==> src/rtl/smb_tmo_pkg.sv <==
package smb_tmo_pkg;
  localparam int unsigned CNT_W = 12;

  typedef enum logic {
    WATCH_SCL_LOW = 1'b0,
    WATCH_BUS_IDLE = 1'b1
  } watch_mode_e;

  typedef enum int unsigned {
    ROLE_MST = 0,
    ROLE_SLV = 1
  } role_idx_e;

  localparam int unsigned N_ROLES = 2;
endpackage

==> src/rtl/smb_cont_timer.sv <==
module smb_cont_timer #(
  parameter int unsigned CW = 12
) (
  input  logic          clk_i,
  input  logic          rst_ni,
  input  logic          tick_i,
  input  logic          cond_i,
  input  logic [CW-1:0] limit_i,
  output logic          hit_o
);
  localparam logic [CW-1:0] CNT_MAX = '1;

  logic [CW-1:0] cnt_q;
  logic [CW:0]   cnt_nxt;

  assign cnt_nxt = {1'b0, cnt_q} + 1'b1;
  assign hit_o   = cond_i && tick_i && (cnt_nxt == {1'b0, limit_i});

  always_ff @(posedge clk_i or negedge rst_ni) begin
    if (!rst_ni) begin
      cnt_q <= '0;
    end else if (!cond_i) begin
      cnt_q <= '0;
    end else if (tick_i && cnt_q != CNT_MAX) begin
      cnt_q <= cnt_nxt[CW-1:0];
    end
  end
endmodule

==> src/rtl/smb_ext_accum.sv <==
module smb_ext_accum #(
  parameter int unsigned CW = 12
) (
  input  logic          clk_i,
  input  logic          rst_ni,
  input  logic          tick_i,
  input  logic          stretch_i,
  input  logic          clr_i,
  input  logic          chk_en_i,
  input  logic [CW-1:0] limit_i,
  output logic          hit_o
);
  localparam logic [CW-1:0] CNT_MAX = '1;

  logic [CW-1:0] acc_q;
  logic [CW:0]   acc_nxt;
  logic          adv;

  assign acc_nxt = {1'b0, acc_q} + 1'b1;
  assign adv     = tick_i && stretch_i && !clr_i;
  assign hit_o   = chk_en_i && adv && (acc_nxt == {1'b0, limit_i});

  always_ff @(posedge clk_i or negedge rst_ni) begin
    if (!rst_ni) begin
      acc_q <= '0;
    end else if (clr_i) begin
      acc_q <= '0;
    end else if (adv && acc_q != CNT_MAX) begin
      acc_q <= acc_nxt[CW-1:0];
    end
  end
endmodule

==> src/rtl/smb_alert_edge.sv <==
module smb_alert_edge #(
  parameter int unsigned SYNC_STAGES = 2
) (
  input  logic clk_i,
  input  logic rst_ni,
  input  logic alert_i,
  output logic fall_o
);
  logic [SYNC_STAGES-1:0] sync_q;
  logic                   prev_q;

  always_ff @(posedge clk_i or negedge rst_ni) begin
    if (!rst_ni) begin
      sync_q <= '1;
      prev_q <= 1'b1;
    end else begin
      sync_q <= {sync_q[SYNC_STAGES-2:0], alert_i};
      prev_q <= sync_q[SYNC_STAGES-1];
    end
  end

  assign fall_o = prev_q && !sync_q[SYNC_STAGES-1];
endmodule

==> src/rtl/smb_sticky_flag.sv <==
module smb_sticky_flag (
  input  logic clk_i,
  input  logic rst_ni,
  input  logic set_i,
  input  logic clr_i,
  output logic flag_o
);
  always_ff @(posedge clk_i or negedge rst_ni) begin
    if (!rst_ni)     flag_o <= 1'b0;
    else if (set_i)  flag_o <= 1'b1;  // set wins over clear
    else if (clr_i)  flag_o <= 1'b0;
  end
endmodule

==> src/rtl/smb_timeout_mon.sv <==
module smb_timeout_mon
  import smb_tmo_pkg::*;
#(
  parameter int unsigned CW = CNT_W
) (
  input  logic          clk_i,
  input  logic          rst_ni,
  input  logic          tick_i,
  input  logic          scl_i,
  input  logic          sda_i,
  input  logic          idle_mode_i,
  input  logic          master_role_i,
  input  logic [CW-1:0] limit_a_i,
  input  logic [CW-1:0] limit_b_i,
  input  logic          ext_en_i,
  input  logic          stretch_m_i,
  input  logic          stretch_s_i,
  input  logic          start_i,
  input  logic          stop_i,
  input  logic          alert_i,
  input  logic          host_en_i,
  input  logic          alert_en_i,
  input  logic          err_ie_i,
  input  logic          tmo_clr_i,
  input  logic          alert_clr_i,
  output logic          stop_req_o,
  output logic          release_req_o,
  output logic          tmo_flag_o,
  output logic          alert_flag_o,
  output logic          err_irq_o
);
  logic               watch_cond;
  logic               hit_a;
  logic [N_ROLES-1:0] stretch_vec;
  logic [N_ROLES-1:0] hit_b;
  logic               alert_fall;
  logic               tmo_set;
  logic               alert_set;
  logic               stop_d, rel_d;

  assign watch_cond = (watch_mode_e'(idle_mode_i) == WATCH_BUS_IDLE) ? (scl_i && sda_i) : !scl_i;

  smb_cont_timer #(.CW(CW)) u_cont (
    .clk_i   (clk_i),
    .rst_ni  (rst_ni),
    .tick_i  (tick_i),
    .cond_i  (watch_cond),
    .limit_i (limit_a_i),
    .hit_o   (hit_a)
  );

  assign stretch_vec[ROLE_MST] = stretch_m_i;
  assign stretch_vec[ROLE_SLV] = stretch_s_i;

  for (genvar r = 0; r < N_ROLES; r++) begin : g_ext
    smb_ext_accum #(.CW(CW)) u_acc (
      .clk_i     (clk_i),
      .rst_ni    (rst_ni),
      .tick_i    (tick_i),
      .stretch_i (stretch_vec[r]),
      .clr_i     (start_i || stop_i),
      .chk_en_i  (ext_en_i),
      .limit_i   (limit_b_i),
      .hit_o     (hit_b[r])
    );
  end

  smb_alert_edge #(.SYNC_STAGES(2)) u_alert (
    .clk_i   (clk_i),
    .rst_ni  (rst_ni),
    .alert_i (alert_i),
    .fall_o  (alert_fall)
  );

  assign tmo_set   = hit_a || (|hit_b);
  assign alert_set = alert_fall && host_en_i && alert_en_i;
  assign stop_d    = (hit_a && master_role_i) || hit_b[ROLE_MST];
  assign rel_d     = (hit_a && !master_role_i) || hit_b[ROLE_SLV];

  always_ff @(posedge clk_i or negedge rst_ni) begin
    if (!rst_ni) begin
      stop_req_o    <= 1'b0;
      release_req_o <= 1'b0;
    end else begin
      stop_req_o    <= stop_d;
      release_req_o <= rel_d;
    end
  end

  smb_sticky_flag u_tmo_flag (
    .clk_i  (clk_i),
    .rst_ni (rst_ni),
    .set_i  (tmo_set),
    .clr_i  (tmo_clr_i),
    .flag_o (tmo_flag_o)
  );

  smb_sticky_flag u_alert_flag (
    .clk_i  (clk_i),
    .rst_ni (rst_ni),
    .set_i  (alert_set),
    .clr_i  (alert_clr_i),
    .flag_o (alert_flag_o)
  );

  assign err_irq_o = err_ie_i && (tmo_flag_o || alert_flag_o);
endmodule

==> config.mk <==
export PLATFORM = sky130hd
export DESIGN_NAME = smb_timeout_mon
export DESIGN_NICKNAME = d
export VERILOG_FILES = /design/src/rtl/smb_tmo_pkg.sv /design/src/rtl/smb_cont_timer.sv /design/src/rtl/smb_ext_accum.sv /design/src/rtl/smb_alert_edge.sv /design/src/rtl/smb_sticky_flag.sv /design/src/rtl/smb_timeout_mon.sv
export SDC_FILE = /design/constraint.sdc
export NUM_CORES = 1
export LEC_CHECK = 0
export BUFFER_PORTS_ARGS = -buffer_cell sky130_fd_sc_hd__clkbuf_2
export CORE_MARGIN = 2
export CORE_UTILIZATION = 40
export CTS_CLUSTER_DIAMETER = 100
export DETAILED_ROUTE_END_ITERATION = 8
export PLACE_DENSITY = 0.59
export SLEW_MARGIN = 20
export SYNTH_ARGS = -nofsm -noshare
export SYNTH_HDL_FRONTEND = slang
export SYNTH_SLANG_ARGS = --single-unit
==> constraint.sdc <==
create_clock -name clk_i -period 5.31 [get_ports clk_i]
set_input_delay 1.062 -clock clk_i [delete_from_list [all_inputs] [get_ports clk_i]]
set_output_delay 1.062 -clock clk_i [all_outputs]
set_load 0.1 [all_outputs]
* Word-level counts from Yosys, hierarchy flattened
Cells that the tools add are included.
W data, S select, Z words.
** Storage, ports and cells
- Register bits after elaboration :: 43
- Input bits :: 42
- Output and inout port bits :: 5
** Cells by class
- $add $sub $neg :: 3
- Equality and inequality tests :: 7
- Mux-type cells :: 11
- Reduce and logical (&&, ||, !) cells :: 34
** Operators by type and width (count)
- $mux W12 :: 6
- $add A12 B1 Y13 const B :: 3
- $eq A13 B12 Y1 :: 3
- $ne A12 B12 Y1 const B :: 3
- $logic_and A1 B1 Y1 :: 20
- $reduce_bool A2 Y1 :: 4
- $logic_or A1 B1 Y1 :: 5
- $mux W1 :: 5
- $logic_not A1 Y1 :: 4
- $ne A2 B2 Y1 const B :: 1
- $reduce_or A2 Y1 :: 1

* Depth between registers and ports, before layout
Gate-level depths: netlist of run 1.
- Depth after elaboration :: 8
- Mapped depth :: 8
- Gate-level depth less buffers :: 7

* Hierarchy
A second synthesis of run 1 with hierarchy kept.
** Second synthesis, totals
- Cells, all modules :: 366
- Area total of the unflattened synthesis :: 3199.3 um2
** By module, submodules not included
- smb_ext_accum :: instances 2, cells each 114, area each 953.4 um2
- smb_cont_timer :: instances 1, cells each 117, area each 1019.7 um2
- smb_timeout_mon :: instances 1, cells each 11, area each 107.6 um2
- smb_alert_edge :: instances 1, cells each 4, area each 92.6 um2
- smb_sticky_flag :: instances 2, cells each 3, area each 36.3 um2

* Least setup slack after synthesis of run 1
OpenSTA, ideal clock, no wires.
- Path kind :: input -> output
- From :: in err_ie_i
- To :: out err_irq_o
- Arrival :: 1.782 ns
- Path slack :: 2.466 ns
- Cell stages on the path :: 1
- Buffers on the path :: 0
- Cells stage by stage :: o21a_1
** On the way
- Longest elaborated chain between the ends :: 1
** RTL lines
- start: declaration :: line smb_timeout_mon.sv:23 : input logic err_ie_i,
- $logic_and A1 B1 Y1 :: line smb_timeout_mon.sv:106 : assign err_irq_o = err_ie_i && (tmo_flag_o || alert_flag_o);
- end: declaration :: line smb_timeout_mon.sv:30 : output logic err_irq_o
Every way passes these cells.

* Worst setup path in the final report of run 1
Same ends and word-level chain as after synthesis.

==> results of run 1 <==
worst max path at each step:
stage	end	slack, ns
after floorplan	err_irq_o	2.47
after global placement	err_irq_o	2.57
after detailed placement	err_irq_o	2.56
after CTS	err_irq_o	2.56
after global routing	err_irq_o	2.54
final	err_irq_o	2.57
routing by layer:
layer	part of all wire	vias to the layer above	GRT usage	wire, um
met5	0	-	0	0
met4	0.0073	0	0.03731	54
met3	0.043	4	0.02876	318
met2	0.48	70	0.3045	3566
met1	0.47	1302	0.2534	3488
li1	-	1358	-	-
kinds of logic after synthesis:
kind of cell               count (synthesis)  share of synthesized area
buffers and inverters                     22                    0.03040
adders and majority gates                  3                    0.01216
AOI/OAI and AO/OA                         81                     0.1743
DFF                                       43                     0.3498
muxes                                      3                    0.01013
and+or+nand+nor                          152                     0.2623
xor gates and xnor gates                  55                     0.1609
worst register-to-register path, delay by kind of cell (launching register included):
| kind | cells | cell delay, ns |
|---|---|---|
| compound gates | 1 | 0.51 |
| xor+xnor | 1 | 0.17 |
| fa+ha+maj | 1 | 0.25 |
| flops | 1 | 0.44 |
| simple gates | 4 | 0.96 |
registers in the layout, summed over array words and instances (netlist names):
| register | cells |
|---|---|
| g_ext.u_acc.acc_q | 24 |
| release_req_o | 1 |
| stop_req_o | 1 |
| u_alert.prev_q | 1 |
| u_alert.sync_q | 2 |
| u_alert_flag.flag_o | 1 |
| u_cont.cnt_q | 12 |
| u_tmo_flag.flag_o | 1 |
stage by stage:
| step | hold WS (ns) | instance area (um2) | instances | util | power [W] |
|---|---|---|---|---|---|
| detailed placement | 0.3491 | 3400 | 497 | 0.4469 | 0.0004251 |
| global route | 0.3681 | 3517 | 505 | 0.4623 | 0.0007165 |
| finish | 0.3600 | 3517 | 505 | 0.4623 | 0.0006836 |
| CTS | 0.3620 | 3517 | 505 | 0.4623 | 0.0006950 |
| global placement | 0.3458 | 3400 | 497 | 0.4469 | 0.0004239 |
| floorplan | 0.3452 | 3087 | 359 | - | 0.0003867 |
placed cells by master, fill, tap and decap left out, drive strengths merged, types with 4 or more instances in the layout:
| cell | count |
|---|---|
| a2111oi | 6 |
| a21oi | 17 |
| a31oi | 4 |
| and2 | 5 |
| and3 | 5 |
| clkbuf | 52 |
| dfrtp | 40 |
| inv | 11 |
| nand2 | 25 |
| nand2b | 5 |
| nand3 | 17 |
| nand4 | 5 |
| nor2 | 41 |
| nor3 | 13 |
| nor4 | 4 |
| o211ai | 5 |
| o21ai | 28 |
| or2 | 8 |
| or3 | 12 |
| xnor2 | 35 |
| xor2 | 19 |
report_power, final:
group / switching [W] / total [W] / internal [W]
clock network: 0.000114 / 0.000266 / 0.000152
registers: 0.00000304 / 0.000334 / 0.000331
logic: 0.0000500 / 0.0000833 / 0.0000333
total: 0.000167 / 0.000684 / 0.000517
final cells by class:
type / instances / area (um2) / area share
Clock inverter: 2 / 35.03 / 0.009961
Tap cell: 102 / 127.6 / 0.03629
Multi-Input combinational cell: 294 / 1913 / 0.5439
Inverter: 11 / 41.29 / 0.01174
Timing Repair Buffer: 47 / 237.7 / 0.06759
Clock buffer: 6 / 82.58 / 0.02348
Sequential cell: 43 / 1080 / 0.3070
==> results by group, run 1 <==
Outcome
  • Outcome: completed

Synth
  • Commonest cells post-synth: nor2_1 (41), dfrtp_1 (40), xnor2_1 (35)
  • Yosys warns: 0
  • Synth area leaders: dfrtp_1 (32%), xnor2_1 (9.9%), xor2_1 (5.4%)
  • FFs w/ async S/R, synth: 1.000
  • Post-synth top area share: 0.3243
  • Net count after synthesis: 404
  • Yosys cell types: 57
  • Top-count cell post-synth: nor2_1
  • #FFs+latches synth: 43
  • Mapped Cells: 359
  • Mapped Area: 3087 um2
  • Dominant synthesized flop cell: dfrtp_1
  • Syn avg cell area: 8.598 um2
  • Leading area contributor after synthesis: dfrtp_1
  • Post-synthesis sequential area ratio: 0.3498
  • EDFF count, synth: 0

Timing
  • Finish-stage setup viols: 0
  • F_max: 364.8 MHz
  • Crit share post-route: 0.5163
  • Setup WS post-layout: 2.568 ns
  • Slew HR: 0.2576
  • Clock skew: 0.002620 ns
  • Hold Vio Cnt, Final: 0
  • Sum Neg Setup Slack: 0 ns
  • Unrepaired setup endpoints after global routing: no
  • Actual slew at the worst max-slew pin: 1.112 ns
  • Max Slew Vio Count: 0
  • Final min period: 2.742 ns

Finish
  • Layout fillers: 799
  • N_diodes: 0
  • Share of post-route cells with drive strength above 1: 0.1960
  • Area growth syn-to-layout: 13.94%
  • Layout net count: 447

Min path
  • Hold_sp: u_alert.sync_q[0]$_DFF_PN1_
  • Worst hold endpoint: u_alert.sync_q[1]$_DFF_PN1_
  • Worst hold path type: register to register
  • Hold Crit Depth: 0

Setup path
  • Worst Setup SP: err_ie_i
  • CP max stage delay: 0.44 ns
  • Worst reg2reg path depth: 7
  • WP buf/inv: 2
  • Worst path cell trace: clkbuf_2 -> o21a_1 -> clkbuf_2
  • Worst EP required: 4.25 ns
  • Reg2Reg Launch Point: u_cont.cnt_q[0]$_DFFE_PN0P_
  • Crit path depth: 3
  • Worst R2R Setup Slack: 2.86 ns
  • Arrival @ worst endpoint: 1.68 ns
  • Most frequent CP cell: clkbuf_2
  • RR Endpoint: u_cont.cnt_q[9]$_DFFE_PN0P_
  • Setup Crit Path Kind: primary input to output pin
  • CP max FO: 1
  • Crit. End Element: output pin
  • CP top delay family: buffers and inverters
  • Startpoint class of the critical path: primary input
  • Slowest CP cell: clkbuf_2

Placement
  • GP Congestion: 0.8305
  • Port Buffers: 46
  • Dpl ws: 2.564 ns
  • Detail Placement HPWL: 5603 um

Power
  • Pleak: 1.419 nW
  • PwrDens: 194.4 nW/um2
  • Worst vdd ir: 165.7 uV

Drt
  • Vias per inst: 5.414
  • Antenna viol nets, final: 0
  • Via count: 2734
  • WL/cell: 14.71 um
  • TritonRoute pass-1 iters: 4
  • Drt drc: 0
  • Wirelength, routed: 7427 um
  • DRT iter0 DRCs: 72

Die
  • Die Span Y: 91.85 um
  • Row count: 32
  • Core ar.: 7607 um2
  • Die ar.: 8436 um2
  • Effective utilization at floorplan: 0.4058
  • Die W: 91.85 um
  • Io pins: 47

CTS
  • Root buffer cell: clkbuf_8
  • Post-CTS setup buffers: 0
  • Number of H-tree levels: 2
  • Worst-skew pair later-pin latency: 0.29 ns
  • Cts bufs inserted: 5
  • CTS tree: done
  • Worst-path clk slew: 0.08 ns
  • Clock sink total: 43
  • # resized after CTS: 0
  • Hold Buf Count CTS: 0
  • Clock Tree Buf Depth: 2

GRT
  • Initial antenna violation count: 0
  • Vias in the first global route: 2610
  • First-pass GRT wire length: 12610 um
  • Total Routing Usage GR: 0.1830
  • Largest net degree at the start of global routing: 44
  • Total gr overflow: 0

Run
  • # Max-Cap Violations: 0
Power figures use the tool's default switching activity.
==> inputs of run 2 (changes only) <==
ABC_AREA = 1   (was default)
PLACE_DENSITY = 0.58   (was 0.59)
clock period = 2.59 ns   (was 5.31 ns; I/O delays follow)
==> run 2 against run 1 <==
Combinational power increased by 130%. Largest power group unchanged. Synthesized cell count increased by 46%. Non-clock buffer count increased by 2. Largest cell class unchanged. Critical path type is now register to register.
==> results by group, run 2 <==
CTS
  • Worst-skew pair later-pin latency: 0.30 ns (was 0.29 ns)
  • Clock sink total: 43 (unchanged)
  • Worst-path clk slew: 0.10 ns (was 0.08 ns)
  • # resized after CTS: 0 (unchanged)
  • Cts bufs inserted: 5 (unchanged)
  • Number of H-tree levels: 2 (unchanged)
  • Hold Buf Count CTS: 0 (unchanged)
  • Clock Tree Buf Depth: 2 (unchanged)
  • Post-CTS setup buffers: 0 (unchanged)
  • Root buffer cell: clkbuf_8 (unchanged)
  • CTS tree: done (unchanged)

Synth
  • Commonest cells post-synth: nand2_1 (197), inv_1 (77), nand3_1 (64) (was nor2_1 (41), dfrtp_1 (40), xnor2_1 (35))
  • #FFs+latches synth: 43 (unchanged)
  • Post-synthesis sequential area ratio: 0.3340 (was 0.3498)
  • Syn avg cell area: 6.182 um2 (was 8.598 um2)
  • Mapped Cells: 523 (was 359)
  • Top-count cell post-synth: nand2_1 (was nor2_1)
  • Yosys warns: 0 (unchanged)
  • Synth area leaders: dfrtp_1 (31%), nand2_1 (23%), nand3_1 (9.9%) (was dfrtp_1 (32%), xnor2_1 (9.9%), xor2_1 (5.4%))
  • EDFF count, synth: 0 (unchanged)
  • FFs w/ async S/R, synth: 1.000 (unchanged)
  • Mapped Area: 3233 um2 (was 3087 um2)
  • Dominant synthesized flop cell: dfrtp_1 (unchanged)
  • Yosys cell types: 29 (was 57)
  • Leading area contributor after synthesis: dfrtp_1 (unchanged)
  • Net count after synthesis: 568 (was 404)
  • Post-synth top area share: 0.3096 (was 0.3243)

Finish
  • Top Registers: g_ext.u_acc.acc_q x24, u_cont.cnt_q x12, u_alert.sync_q x2 (unchanged)
  • Share of post-route cells with drive strength above 1: 0.1233 (was 0.1960)
  • Largest register by flop count: g_ext.u_acc.acc_q (unchanged)
  • Max reg flops: 24 (unchanged)
  • Most common cell after layout, fill and taps aside: nand2_1 (was clkbuf_2)
  • Commonest cells after routing, fill and taps aside: nand2_1 (197), inv_1 (77), nand3_1 (64), nor2_1 (49), clkbuf_2 (46) (was clkbuf_2 (46), nor2_1 (41), dfrtp_1 (40), xnor2_1 (35), o21ai_0 (27))
  • N_diodes: 0 (unchanged)
  • Layout net count: 620 (was 447)
  • Area growth syn-to-layout: 13.89% (was 13.94%)

GRT
  • Vias in the first global route: 3182 (was 2610)
  • Largest net degree at the start of global routing: 28 (was 44)
  • Initial antenna violation count: 0 (unchanged)
  • Total Routing Usage GR: 0.2099 (was 0.1830)
  • Total gr overflow: 0 (unchanged)
  • First-pass GRT wire length: 14770 um (was 12610 um)

Timing
  • Actual slew at the worst max-slew pin: 0.5383 ns (was 1.112 ns)
  • Clock skew: 0.01080 ns (was 0.002620 ns)
  • Max Slew Vio Count: 0 (unchanged)
  • Tightest hold margin: 0.1685 ns (was 0.3600 ns)
  • Slew HR: 0.6426 (was 0.2576)
  • Finish-stage setup viols: 0 (unchanged)
  • Hold Vio Cnt, Final: 0 (unchanged)
  • Crit share post-route: 0.8569
  • Setup WS post-layout: 0.3706 ns (was 2.568 ns)
  • F_max: 450.6 MHz
  • Unrepaired setup endpoints after global routing: no (unchanged)
  • Sum Neg Setup Slack: 0 ns (unchanged)
  • Final min period: 2.219 ns

Die
  • Die W: 93.91 um (was 91.85 um)
  • Io pins: 47 (unchanged)
  • Row count: 32 (unchanged)
  • Effective utilization at floorplan: 0.4162 (was 0.4058)
  • Die Span Y: 93.91 um (was 91.85 um)
  • Core ar.: 7767 um2 (was 7607 um2)
  • Die ar.: 8818 um2 (was 8436 um2)

Placement
  • Port Buffers: 46 (unchanged)
  • Dpl ws: 0.3711 ns (was 2.564 ns)
  • Detail Placement HPWL: 7029 um (was 5603 um)
  • GP Congestion: 0.8961 (was 0.8305)

Outcome
  • Outcome: completed (unchanged)

Power
  • Reg power frac: 0.521 (was 0.489)
  • P_int: 0.0009534 W (was 0.0005168 W)
  • Worst vdd ir: 240.0 uV (was 165.7 uV)
  • Psw: 0.0003994 W (was 0.0001668 W)
  • Pleak: 1.865 nW (was 1.419 nW)
  • Combinational Power Share: 0.143 (was 0.122)
  • Clk pwr share: 0.336 (was 0.389)
  • PwrDens: 367.4 nW/um2 (was 194.4 nW/um2)
  • Switching portion of total power: 0.2952 (was 0.2440)

Setup path
  • Startpoint class of the critical path: register (was primary input)
  • Worst EP required: 2.81 ns (was 4.25 ns)
  • Crit. End Element: register (was output pin)
  • CP max FO: 11 (was 1)
  • Arrival @ worst endpoint: 2.44 ns (was 1.68 ns)
  • Worst reg2reg path depth: 9 (was 7)
  • Setup Crit Path Kind: register to register (was primary input to output pin)

Run
  • # Max-Cap Violations: 0 (unchanged)

Drt
  • DRT iter0 DRCs: 195 (was 72)
  • Antenna viol nets, final: 0 (unchanged)
  • Drt drc: 0 (unchanged)
  • TritonRoute pass-1 iters: 7 (was 4)
  • Vias per inst: 5.063 (was 5.414)
  • WL/cell: 12.76 um (was 14.71 um)
  • Wirelength, routed: 8651 um (was 7427 um)
  • Via count: 3433 (was 2734)

Min path
  • Worst hold path type: primary input to async pin (was register to register)
[run 2: cell families (layout without fill, tap and decap cells)]
kind of cell    Yosys count  count (layout)  share of synthesized area
fa+ha+maj                 3               3                    0.01161
compound gates           49              49                    0.08630
buf+inv                  81             134                    0.09675
simple gates            341             341                     0.4501
xor+xnor                  5               5                    0.01819
flops                    43              43                     0.3340
mux                       1               1                   0.003096
[run 2: power groups by stage]
stage          combinational [W]  sequential [W]  clock, W
6_report                0.000194        0.000705  0.000454
5_1_grt                 0.000221        0.000707  0.000498
4_1_cts                 0.000196        0.000705  0.000465
3_5_place_dp            0.000195        0.000718         0
3_3_place_gp            0.000193        0.000717         0
2_1_floorplan           0.000106        0.000720         0
[run 2: per-layer routing]
| layer | vias up | GRT usage | part of all wire |
|---|---|---|---|
| li1 | 1790 | - | - |
| met1 | 1532 | 0.2825 | 0.47 |
| met2 | 94 | 0.3500 | 0.46 |
| met3 | 17 | 0.02648 | 0.044 |
| met4 | 0 | 0.06763 | 0.025 |
| met5 | - | 0 | 0 |
[run 2: path summary, 6_finish.rpt]
kind,slack [ns],from,to
setup / recovery,0.37,g_ext[0].u_acc.acc_q[0]$_DFFE_PN0P_,g_ext[0].u_acc.acc_q[9]$_DFFE_PN0P_
hold / removal,0.17,rst_ni,u_cont.cnt_q[5]$_DFFE_PN0P_
setup reg to reg,0.37,g_ext[0].u_acc.acc_q[0]$_DFFE_PN0P_,g_ext[0].u_acc.acc_q[9]$_DFFE_PN0P_
hold reg to reg,0.36,u_alert.sync_q[0]$_DFF_PN1_,u_alert.sync_q[1]$_DFF_PN1_
max in group asynchronous,2.06,rst_ni,g_ext[0].u_acc.acc_q[5]$_DFFE_PN0P_
min in group clk_i,0.30,alert_i,u_alert.sync_q[0]$_DFF_PN1_
[run 2: area by class of cell]
type	instances	area (um2)
timing repair buffer	49	252.7
fill	845	4085
sequential	43	1080
inverter	77	289.0
clock buffer	5	68.82
multi-input combinational	399	1841
clock inverter	3	23.77
tap	102	127.6
[run 2: critical path: stages, from the launching register on]
cell	delay, ns
dfrtp_1	0.45
ha_1	0.19
nand2_1	0.13
nor2_1	0.24
nand2_1	0.10
nor2_1	0.20
inv_1	0.06
nand2_1	0.30
nand2_2	0.25
o21ai_0	0.21
[run 2: metrics by stage]
stage               total power [W]  cell area (um2)  instances    util
floorplan                 0.0008253             3233        523       -
global placement          0.0009101             3590        670  0.4621
detailed placement        0.0009126             3590        670  0.4621
CTS                        0.001365             3682        678  0.4741
global route               0.001426             3682        678  0.4741
finish                     0.001353             3682        678  0.4741
==> inputs of run 3 (changes only) <==
CORE_UTILIZATION = 58   (was 40)
PLACE_DENSITY = 0.8   (was 0.58)
==> run 3 against run 2 <==
Utilization grew 20 points. Worst setup slack gained 0.16 ns. Final cell count shrank 4.3%. Maximum frequency grew 7.7%. Design area shrank 0.14%. Die area shrank 30%.
==> results by group, run 3 (synthesis gave the netlist of run 2 again) <==
CTS
  • # resized after CTS: 0 (unchanged)
  • Clock Tree Buf Depth: 2 (unchanged)
  • CTS tree: done (unchanged)
  • Cts bufs inserted: 5 (unchanged)
  • Clock sink total: 43 (unchanged)
  • Root buffer cell: clkbuf_8 (unchanged)
  • Number of H-tree levels: 2 (unchanged)
  • Worst-path clk slew: 0.09 ns (was 0.10 ns)
  • Hold Buf Count CTS: 0 (unchanged)
  • Worst-skew pair later-pin latency: 0.30 ns (about the same)
  • Post-CTS setup buffers: 0 (unchanged)

Drt
  • Top Metal Used: met4 (unchanged)
  • Antenna viol nets, final: 0 (unchanged)
  • Met2 routed WL: 4248 um (was 3950 um)
  • Vias per inst: 5.455 (was 5.063)
  • DRT iter0 DRCs: 216 (was 195)
  • TritonRoute pass-1 iters: 5 (was 7)
  • Wirelength, routed: 8624 um (was 8651 um)
  • Via count: 3540 (was 3433)
  • Met3 wire len: 532 um (was 384 um)
  • Metal1 wirelength: 3596 um (was 4101 um)
  • Drt drc: 0 (unchanged)
  • WL/cell: 13.29 um (was 12.76 um)

Power
  • PwrDens: 397.0 nW/um2 (was 367.4 nW/um2)
  • Worst vdd ir: 238.7 uV (was 240.0 uV)
  • Pleak: 1.890 nW (was 1.865 nW)

Setup path
  • Most frequent CP cell: nand2_1 (unchanged)
  • CP top delay family: simple AND/OR/NAND/NOR gates (unchanged)
  • Crit. End Element: register (unchanged)
  • WP buf/inv: 1 (unchanged)
  • CP max FO: 11 (unchanged)
  • Arrival @ worst endpoint: 2.28 ns (was 2.44 ns)
  • CP max stage delay: 0.43 ns (was 0.45 ns)
  • Worst path cell trace: ha_1 -> nand2_1 -> nor2_1 -> nand2_1 -> nor2_1 -> inv_1 -> nand2_1 -> nand2_2 -> o21ai_0 (unchanged)
  • Setup Crit Path Kind: register to register (unchanged)
  • Startpoint class of the critical path: register (unchanged)
  • Worst EP required: 2.81 ns (about the same)
  • Slowest CP cell: dfrtp_1 (unchanged)

Die
  • Die Span Y: 78.66 um (was 93.91 um)
  • Die ar.: 6187 um2 (was 8818 um2)
  • Die W: 78.66 um (was 93.91 um)
  • Core ar.: 5439 um2 (was 7767 um2)
  • Io pins: 47 (unchanged)
  • Effective utilization at floorplan: 0.5944 (was 0.4162)
  • Row count: 27 (was 32)

Timing
  • Slew HR: 0.6072 (was 0.6426)
  • Crit share post-route: 0.7958 (was 0.8569)
  • Sum Neg Setup Slack: 0 ns (unchanged)
  • Finish-stage setup viols: 0 (unchanged)
  • F_max: 485.1 MHz (was 450.6 MHz)
  • Hold Vio Cnt, Final: 0 (unchanged)
  • Tightest hold margin: 0.1975 ns (was 0.1685 ns)
  • Clock skew: 0.008795 ns (was 0.01080 ns)
  • Max Slew Vio Count: 0 (unchanged)
  • Final min period: 2.061 ns (was 2.219 ns)
  • Actual slew at the worst max-slew pin: 0.5892 ns (was 0.5383 ns)
  • Unrepaired setup endpoints after global routing: no (unchanged)

Placement
  • GP Congestion: 0.9780 (was 0.8961)
  • Detail Placement HPWL: 6971 um (was 7029 um)
  • Port Buffers: 46 (unchanged)
  • Placed Instances: 641 (was 670)

GRT
  • Initial antenna violation count: 0 (unchanged)
  • First-pass GRT wire length: 14490 um (was 14770 um)
  • Total gr overflow: 0 (unchanged)
  • Largest net degree at the start of global routing: 24 (was 28)
  • Vias in the first global route: 3267 (was 3182)
  • Total Routing Usage GR: 0.2942 (was 0.2099)

Outcome
  • Outcome: completed (unchanged)

Finish
  • Most common cell after layout, fill and taps aside: nand2_1 (unchanged)
  • Commonest cells after routing, fill and taps aside: nand2_1 (197), inv_1 (77), nand3_1 (64), nor2_1 (49), clkbuf_2 (46) (unchanged)
  • Largest register by flop count: g_ext.u_acc.acc_q (unchanged)
  • Max reg flops: 24 (unchanged)
  • Top Registers: g_ext.u_acc.acc_q x24, u_cont.cnt_q x12, u_alert.sync_q x2 (unchanged)
  • Share of post-route cells with drive strength above 1: 0.1248 (was 0.1233)
  • Post-layout util: 0.6761 (was 0.4741)
  • N_diodes: 0 (unchanged)
  • Post-route insts no fill: 649 (was 678)
  • Area growth syn-to-layout: 13.74% (was 13.89%)
  • Layout net count: 621 (was 620)

Run
  • # Max-Cap Violations: 0 (unchanged)

Min path
  • Worst hold path type: primary input to async pin (unchanged)
==> run 3: changes by cell type in the layout (fill, tap and decap cells not counted), sizes merged <==
| cell | change |
|---|---|
| buf | +1 |
| bufinv | +1 |
| clkbuf | +1 |
| clkinv | +1 |
| clkinvlp | -2 |
| inv | -1 |
==> run 3: layout make-up <==
class	count	area, um2
timing repair buffer	50	260.3
tap	72	90.09
clock inverter	2	35.03
sequential	43	1080
fill	523	1762
clock buffer	6	82.58
inverter	77	289.0
multi-input combinational	399	1841
==> run 3: worst register-to-register path, stage by stage, from the launching register on <==
cell and delay [ns]:
dfrtp_1 0.43, ha_1 0.19, nand2_1 0.12, nor2_1 0.20, nand2_1 0.09, nor2_1 0.17, inv_1 0.06, nand2_1 0.29
nand2_2 0.23, o21ai_0 0.20
==> run 3: worst paths after layout <==
check / from / end / slack, ns / depth (start not counted)
hold reg to reg: u_alert.sync_q[0]$_DFF_PN1_ / u_alert.sync_q[1]$_DFF_PN1_ / 0.37 / 0
setup / recovery: g_ext[0].u_acc.acc_q[0]$_DFFE_PN0P_ / g_ext[0].u_acc.acc_q[9]$_DFFE_PN0P_ / 0.53 / 9
min in group clk_i: alert_i / u_alert.sync_q[0]$_DFF_PN1_ / 0.30 / 1
hold / removal: rst_ni / u_cont.cnt_q[3]$_DFFE_PN0P_ / 0.20 / 1
max in group asynchronous: rst_ni / u_alert.sync_q[0]$_DFF_PN1_ / 1.72 / 2
setup reg to reg: g_ext[0].u_acc.acc_q[0]$_DFFE_PN0P_ / g_ext[0].u_acc.acc_q[9]$_DFFE_PN0P_ / 0.53 / 9
==> run 3: per-stage QoR <==
stage                     total power (W)  area (um2)  setup slack (ns)
after floorplan                 0.0008253        3233            0.2999
final                            0.001460        3677            0.5288
after global routing             0.001515        3677            0.3265
after CTS                        0.001465        3677            0.5361
after global placement          0.0009075        3560            0.5924
after detailed placement        0.0009127        3560            0.5500
==> run 3: power by group <==
part           switching [W]  leakage, nW  total [W]  internal (W)
clock network       0.000247       0.0612   0.000559      0.000312
registers          0.0000174        0.587   0.000704      0.000687
logic               0.000122         1.24   0.000197     0.0000752
total               0.000386         1.89    0.00146       0.00107
==> run 3: layer usage <==
layer | GRT usage | vias up
li1 | - | 1778
met1 | 0.3609 | 1609
met2 | 0.5154 | 127
met3 | 0.04253 | 26
met4 | 0.1228 | 0
met5 | 0 | -
